$ cat src/rtl/adc_ctrl_pkg.sv
package adc_ctrl_pkg;
  // Strobes from the control side to the datapath
  typedef struct packed {
    logic capture;   // latch converter data into the result register
  } ctrl_strobe_t;

  // Control byte bit positions
  localparam int BIT_EN    = 3;
  localparam int BIT_START = 2;
  localparam int BIT_FLAG  = 1;
  localparam int BIT_IE    = 0;
endpackage

$ cat src/rtl/adc_ctrl_fsm.sv
module adc_ctrl_fsm
  import adc_ctrl_pkg::*;
(
  input  logic         clk,
  input  logic         rstN,
  input  logic         csrWr,
  input  logic [3:0]   csrWdata,
  input  logic         convDone,
  input  logic         intAck,
  output logic         enQ,
  output logic         busyQ,
  output logic         flagQ,
  output logic         ieQ,
  output logic         convStart,
  output ctrl_strobe_t strobe
);
  logic startReq;
  logic disableWr;
  logic flagClr;
  logic convStartQ;

  assign disableWr = csrWr && !csrWdata[BIT_EN];
  assign startReq  = csrWr && csrWdata[BIT_START] && csrWdata[BIT_EN] && !busyQ;
  assign flagClr   = intAck || (csrWr && csrWdata[BIT_FLAG]);
  assign strobe.capture = busyQ && convDone;
  assign convStart = convStartQ;

  always_ff @(posedge clk or negedge rstN) begin
    if (!rstN) begin
      enQ        <= 1'b0;
      ieQ        <= 1'b0;
      busyQ      <= 1'b0;
      flagQ      <= 1'b0;
      convStartQ <= 1'b0;
    end else begin
      convStartQ <= startReq;
      if (csrWr) begin
        enQ <= csrWdata[BIT_EN];
        ieQ <= csrWdata[BIT_IE];
      end
      if (disableWr)           busyQ <= 1'b0;
      else if (startReq)       busyQ <= 1'b1;
      else if (strobe.capture) busyQ <= 1'b0;
      if (strobe.capture)      flagQ <= 1'b1;
      else if (flagClr)        flagQ <= 1'b0;
    end
  end


  start_pulse_chk: assert property (@(posedge clk) disable iff (!rstN)
    convStart |=> !convStart);

  start_from_idle_chk: assert property (@(posedge clk) disable iff (!rstN)
    (csrWr && busyQ && !disableWr) |=> (!convStart && busyQ));

  disable_clears_busy_chk: assert property (@(posedge clk) disable iff (!rstN)
    disableWr |=> !busyQ);

  done_sets_flag_chk: assert property (@(posedge clk) disable iff (!rstN)
    (busyQ && convDone) |=> (flagQ && !busyQ));

  flag_cause_chk: assert property (@(posedge clk) disable iff (!rstN)
    $rose(flagQ) |-> $past(busyQ && convDone));
endmodule

$ cat src/rtl/adc_ctrl_datapath.sv
module adc_ctrl_datapath
  import adc_ctrl_pkg::*;
#(
  parameter int RES_W     = 12,
  parameter int GAIN_W    = 16,
  parameter int CAL_SHIFT = 14,
  parameter bit CAL_EN    = 1'b1,
  localparam int CAL_W    = RES_W + GAIN_W - CAL_SHIFT
) (
  input  logic              clk,
  input  logic              rstN,
  input  ctrl_strobe_t      strobe,
  input  logic [RES_W-1:0]  convData,
  input  logic [RES_W-1:0]  calOffset,
  input  logic [GAIN_W-1:0] calGain,
  output logic [RES_W-1:0]  result,
  output logic [CAL_W-1:0]  calOut
);
  always_ff @(posedge clk or negedge rstN) begin
    if (!rstN)               result <= '0;
    else if (strobe.capture) result <= convData;
  end

  generate
    if (CAL_EN) begin : g_cal
      logic signed [RES_W:0]     diff;
      logic [RES_W-1:0]          diffPos;
      logic [RES_W+GAIN_W-1:0]   product;
      assign diff    = $signed({1'b0, result}) - $signed({1'b0, calOffset});
      assign diffPos = diff[RES_W] ? '0 : diff[RES_W-1:0];
      assign product = {{GAIN_W{1'b0}}, diffPos} * {{RES_W{1'b0}}, calGain};
      assign calOut  = product[RES_W+GAIN_W-1:CAL_SHIFT];
    end else begin : g_nocal
      assign calOut = '0;
    end
  endgenerate


  result_hold_chk: assert property (@(posedge clk) disable iff (!rstN)
    !strobe.capture |=> $stable(result));
endmodule

$ cat src/rtl/adc_ctrl_regs.sv
module adc_ctrl_regs
  import adc_ctrl_pkg::*;
#(
  parameter int          RES_W     = 12,
  parameter int          GAIN_W    = 16,
  parameter int          CAL_SHIFT = 14,
  parameter bit          CAL_EN    = 1'b1,
  parameter logic [7:0]  CSR_ADDR  = 8'h7A,
  parameter logic [7:0]  RESL_ADDR = 8'h78,
  parameter logic [7:0]  RESH_ADDR = 8'h79,
  localparam int         CAL_W     = RES_W + GAIN_W - CAL_SHIFT,
  localparam int         HI_W      = RES_W - 8
) (
  input  logic              clk,
  input  logic              rstN,
  input  logic [7:0]        busAddr,
  input  logic              busWrEn,
  input  logic [7:0]        busWdata,
  output logic [7:0]        busRdata,
  input  logic              globalIntEn,
  input  logic              intAck,
  output logic              convStart,
  input  logic              convDone,
  input  logic [RES_W-1:0]  convData,
  output logic              irq,
  input  logic [RES_W-1:0]  calOffset,
  input  logic [GAIN_W-1:0] calGain,
  output logic [CAL_W-1:0]  calOut
);
  ctrl_strobe_t     strobe;
  logic             csrWr;
  logic             enQ, busyQ, flagQ, ieQ;
  logic [RES_W-1:0] result;

  assign csrWr = busWrEn && (busAddr == CSR_ADDR);

  adc_ctrl_fsm u_fsm (
    .clk(clk), .rstN(rstN), .csrWr(csrWr), .csrWdata(busWdata[3:0]),
    .convDone(convDone), .intAck(intAck),
    .enQ(enQ), .busyQ(busyQ), .flagQ(flagQ), .ieQ(ieQ),
    .convStart(convStart), .strobe(strobe)
  );

  adc_ctrl_datapath #(
    .RES_W(RES_W), .GAIN_W(GAIN_W), .CAL_SHIFT(CAL_SHIFT), .CAL_EN(CAL_EN)
  ) u_dp (
    .clk(clk), .rstN(rstN), .strobe(strobe), .convData(convData),
    .calOffset(calOffset), .calGain(calGain),
    .result(result), .calOut(calOut)
  );

  assign irq = flagQ && ieQ && globalIntEn;

  always_comb begin
    busRdata = 8'h00;
    if (busAddr == CSR_ADDR)
      busRdata = {4'b0000, enQ, busyQ, flagQ, ieQ};
    else if (busAddr == RESL_ADDR)
      busRdata = result[7:0];
    else if (busAddr == RESH_ADDR)
      busRdata = {{(8-HI_W){1'b0}}, result[RES_W-1:8]};
  end


  irq_gate_chk: assert property (@(posedge clk) disable iff (!rstN)
    (irq |-> globalIntEn) and ($fell(flagQ) |-> !irq));
endmodule

$ cat config.mk
export PLATFORM = sky130hd
export DESIGN_NAME = adc_ctrl_regs
export DESIGN_NICKNAME = d
export VERILOG_FILES = /design/src/rtl/adc_ctrl_pkg.sv /design/src/rtl/adc_ctrl_fsm.sv /design/src/rtl/adc_ctrl_datapath.sv /design/src/rtl/adc_ctrl_regs.sv
export SDC_FILE = /design/constraint.sdc
export NUM_CORES = 1
export LEC_CHECK = 0
export CORE_MARGIN = 3
export CORE_UTILIZATION = 34
export CTS_CLUSTER_SIZE = 16
export DETAILED_ROUTE_END_ITERATION = 10
export PLACE_DENSITY = 0.56
export SLEW_MARGIN = 10
export SYNTH_ARGS = -nofsm -noshare
export SYNTH_HDL_FRONTEND = slang
export SYNTH_SLANG_ARGS = --single-unit
$ cat constraint.sdc
create_clock -name clk -period 15.4 [get_ports clk]
set_input_delay 3.85 -clock clk [delete_from_list [all_inputs] [get_ports clk]]
set_output_delay 3.85 -clock clk [all_outputs]
set_load 0.01 [all_outputs]
# [Word-level counts from Yosys, hierarchy flattened]
# Index checks and enable logic that the tools add are counted.
[totals] in_bits=62 register_bits=17 output_inout_bits=24 word_cells=34
[op_classes] mux=9 n_eq_ne=3 addsub=1 mul=1 reduce_logical=14
[op_table] op="12-bit by 16-bit multiplier with 28-bit output" n=1
[op_table] op="8-bit by 7-bit == test with 1-bit output, second input constant" n=3
[op_table] op="8-bit two-way mux" n=2
[op_table] op="12-bit by 12-bit subtractor with 13-bit output" n=1
[op_table] op="12-bit two-way mux" n=1
[op_table] op="1-bit logical AND" n=9
[op_table] op="1-bit two-way mux" n=5
[op_table] op="4-bit two-way mux" n=1
[op_table] op="3-bit nonzero test" n=1
[op_table] op="1-bit logical NOT" n=2
[op_table] op="2-bit nonzero test" n=1
[op_table] op="1-bit logical OR" n=1

# [Depth between registers and ports, before layout]
[logic_depth] ltp_word=7 mapped_depth=30

# [Hierarchy]
# From an unflattened synthesis, not the netlist that was laid out.
[hier_totals] cells_unflattened=919 hier_area_um2=7753.7
[modules_own_cells] module="adc_ctrl_datapath" n_inst=1 area_per_inst_um2=7335.8 cells_per_inst=877
[modules_own_cells] module="adc_ctrl_regs" n_inst=1 area_per_inst_um2=219.0 cells_per_inst=27
[modules_own_cells] module="adc_ctrl_fsm" n_inst=1 area_per_inst_um2=198.9 cells_per_inst=15

# [Worst setup path after synthesis]
# OpenSTA, ideal clock, no wires.
[synth_timing] kind="input -> output" startpoint="in calOffset[0]" endpoint="out calOut[10]" setup_slack_ns=1.326 arrival_time_ns=10.224 path_stages=25 cell_sequence="ha_1 > fa_1 > nand2b_1 > a21o_1 > a21boi_2 > nor2_1 > nor3_1 > buf_2 > nand2_1 > fa_1 > fa_1 > inv_1 > fa_1 > fa_1 > inv_1 > fa_1 > inv_1 > ha_1 > a21o_1 > a21o_1 > a21o_1 > nor3_4 > nor3_2 > o31a_1 > o311a_1"
[synth_via] elab_chain_cells=3
[synth_lines] element="start: declaration" line="adc_ctrl_regs.sv:26" source="input logic [RES_W-1:0] calOffset,"
[synth_lines] element="12-bit by 12-bit subtractor with 13-bit output" line="adc_ctrl_datapath.sv:29" source="assign diff = $signed({1'b0, result}) - $signed({1'b0, calOffset});"
[synth_lines] element="12-bit two-way mux" line="adc_ctrl_datapath.sv:30" source="assign diffPos = diff[RES_W] ? '0 : diff[RES_W-1:0];"
[synth_lines] element="12-bit by 16-bit multiplier with 28-bit output" line="adc_ctrl_datapath.sv:31" source="assign product = {{GAIN_W{1'b0}}, diffPos} * {{RES_W{1'b0}}, calGain};"
[synth_lines] element="end: declaration" line="adc_ctrl_regs.sv:28" source="output logic [CAL_W-1:0] calOut"
# No other way between the ends.

# [Worst setup path after layout]
[layout_timing] startpoint="in calOffset[0]" endpoint="out calOut[13]"
# Same word-level chain as after synthesis.

==> reports/metrics.csv <==
stage;metric;value;unit
run_status;outcome;completed;
synth;ys_seq_area_frac;0.0580;
global_route;grtUsageTotal;0.151;
flow_run;maxCapViolCount;0;
global_route;first_global_vias;6146;
final_layout;fin_nets;1229;
place;place_inst;1218;
power_and_ir_drop;swShare;0.321;
sta;maxSlewHeadroom;0.479;
sta;finClkSkew;0.699;ps
synth;synth.cell_area;7340;um^2
synth;netlist.area_leader.share;0.382;
synth;yosysMostFrequentCell;inv_1;
sta;rsz0062_at_grt;false;
setup_path;worstPathArrival;11190;ps
place;port_buffers;81;
synth;synth_ff_type;dfrtp_1;
clock_tree;insertion_delay;250;ps
synth;yosysTopAreaCell;fa_1;
global_route;grt-ovfl-total;0;
place;hpwl;14800;um
place;dp_slack;30.8;ps
clock_tree;clock-sinks;17;
sta;slew_viol_final;0;
drt;wirelength;17200;um
setup_path;worst_path_most_repeated_cell;fa_1;
setup_path;cp-start-kind;input port;
floorplanning;fp.coreArea;21100;um^2
drt;ant_nets;0;
synth;synthTopCellsByArea;fa_1 (38%), ha_1 (13%), inv_1 (10%), nand2_1 (7.3%), dfrtp_1 (5.8%);
sta;period_share;0.976;
setup_path;max_stage_delay;530;ps
clock_tree;cts_buffer_depth;2;
global_route;grt_first_pass_wirelength;29900;um
floorplanning;start_util;0.348;
synth;yosys_register_bits;17;
synth;yosys-top-cells-count;inv_1 (199), nand2_1 (142), fa_1 (140);
synth;synthCells;867;
final_layout;areaGrowthSynthToFinish;19.6;%
power_and_ir_drop;clkPwrFrac;0.322;
drt;drc;0;
clock_tree;cts_inserted_buffers;3;
sta;fin_ws;362;ps
power_and_ir_drop;p_seq_frac;0.283;
power_and_ir_drop;vdd_ir_drop_max;0.0000316;V
drt;wl_per_cell;14.1;um
setup_path;critPathSlowestCell;clkdlybuf4s50_1;
drt;dr.pass1.iters;4;
synth;yosys_warnings;0;
sta;finalCriticalPeriod;15040;ps
sta;tightest_slew;779;ps
floorplanning;fp.dieW;153;um
setup_path;crit_fanout;16;
sta;tns;0;ps
place;place_congestion;0.811;
final_layout;fin_util;0.416;
clock_tree;cts-root-buf;clkbuf_16;
power_and_ir_drop;switching_power;0.0000524;W
clock_tree;cts_tree;done;
worst_hold_path;hold_path.class;reg2reg;
final_layout;fin_cells;1227;
power_and_ir_drop;p_leak;4.63;nW
clock_tree;htreeDepth;1;
setup_path;worstSetupPathType;in2out;
synth;syn_nets;1143;
drt;drt_iter0_markers;228;
global_route;antenna_found_initial;0;
sta;final-setup-viol-count;0;
power_and_ir_drop;internal_power;0.000111;W
drt;detail_route.vias_per_cell;4.78;
final_layout;num_antenna_cells;0;
final_layout;drive_gt1_frac;0.0662;
floorplanning;io_pins;86;
drt;num_vias;5865;
power_and_ir_drop;p_per_area;18.6;nW/um^2
sta;finalHoldViolCount;0;
synth;synth_area_per_cell;8.46;um^2
setup_path;worstSetupEndpointType;primary output;
synth;synth-edff-count;0;
global_route;grt_max_degree;18;
setup_path;crit_required;11550;ps
clock_tree;clk_pin_slew_worst_paths;50;ps
power_and_ir_drop;p_total;0.000163;W
power_and_ir_drop;combPwrFrac;0.396;
floorplanning;rows;53;
synth;synth.distinct_cells;47;
floorplanning;dieArea;23400;um^2
sta;clock.fmax;66.5;MHz
floorplanning;die_h;153;um
synth;async_flop_share;1.00;
[routing by layer]
metal,up-vias,track usage,wire [um]
met5,-,0,0
met4,0,0.0157,136
met3,12,0.0102,664
met2,116,0.260,8540
met1,2928,0.217,7910
li1,2809,-,-
[cell usage in the layout, fill, tap and decap left out, drive strengths merged, types with 14 or more instances in the layout]
| cell type | n |
|---|---|
| a21o | 19 |
| a21oi | 25 |
| and2 | 62 |
| and3 | 15 |
| buf | 31 |
| clkdlybuf4s50 | 78 |
| dfrtp | 17 |
| fa | 140 |
| ha | 74 |
| inv | 199 |
| mux2 | 14 |
| nand2 | 142 |
| nor2 | 24 |
[registers in the layout (all words and copies together) (netlist names)]
name             flops
u_fsm.convStart      1
u_fsm.flagQ          1
u_dp.result         12
u_fsm.busyQ          1
u_fsm.enQ            1
u_fsm.ieQ            1
[kinds of logic (layout without fill, tap and decap cells)]
family | count (synthesis) | in the layout | share of synthesized area
fa+ha+maj | 214 | 214 | 0.508
simple gates | 283 | 283 | 0.186
mux | 19 | 19 | 0.0283
compound gates | 84 | 84 | 0.0776
xor+xnor | 20 | 20 | 0.0239
flops | 17 | 17 | 0.0580
buf+inv | 230 | 315 | 0.118
[path summary, 6_finish.rpt]
path | slack [ps] | to | startpoint | cells after the start
worst max-delay path | 360 | calOut[13] | calOffset[0] | 29
worst min-delay path | 520 | u_fsm.enQ | u_fsm.enQ | 1
worst max register to register | 14030 | u_dp.result[9] | u_fsm.busyQ | 2
worst min register to register | 520 | u_fsm.enQ | u_fsm.enQ | 1
max in group asynchronous | 10860 | u_dp.result[11] | rstN | 1
min in group asynchronous | 4060 | u_fsm.convStart | rstN | 1
[through the flow]
stage	hold WS, ps	instance area, um^2
3_3_place_gp	505	8590
3_5_place_dp	511	8590
4_1_cts	522	8670
6_report	517	8770
2_1_floorplan	480	7340
5_1_grt	545	8770
[worst max-delay path, delay by kind of cell]
family	cells	cell delay, ps
compound gates	6	1080
fa+ha+maj	8	3440
buf+inv	8	1540
simple gates	7	1240
[repair_timing]
item | in CTS | in global routing
hold endpoints to repair | 0 | 0
endpoints found under the setup margin | 0 | 11
gates resized for setup | 0 | 15
setup buffers | 0 | 5
hold buffers | 0 | 0
[power groups by stage]
stage	combinational [W]	clock [W]	sequential, W
after floorplan	0.0000331	0	0.0000467
after global placement	0.0000641	0	0.0000469
after detailed placement	0.0000645	0	0.0000469
after CTS	0.0000650	0.0000531	0.0000461
after global routing	0.0000722	0.0000549	0.0000462
final	0.0000645	0.0000525	0.0000461
[final cells by class]
cell class,count,area (um^2)
Sequential cell,17,425
Clock buffer,3,75.1
Inverter,199,747
Tap cell,275,344
Fill cell,2180,12300
Multi-Input combinational cell,620,6080
Clock inverter,1,5.00
Timing Repair Buffer,112,1090
(Power assumes the default switching activity.)
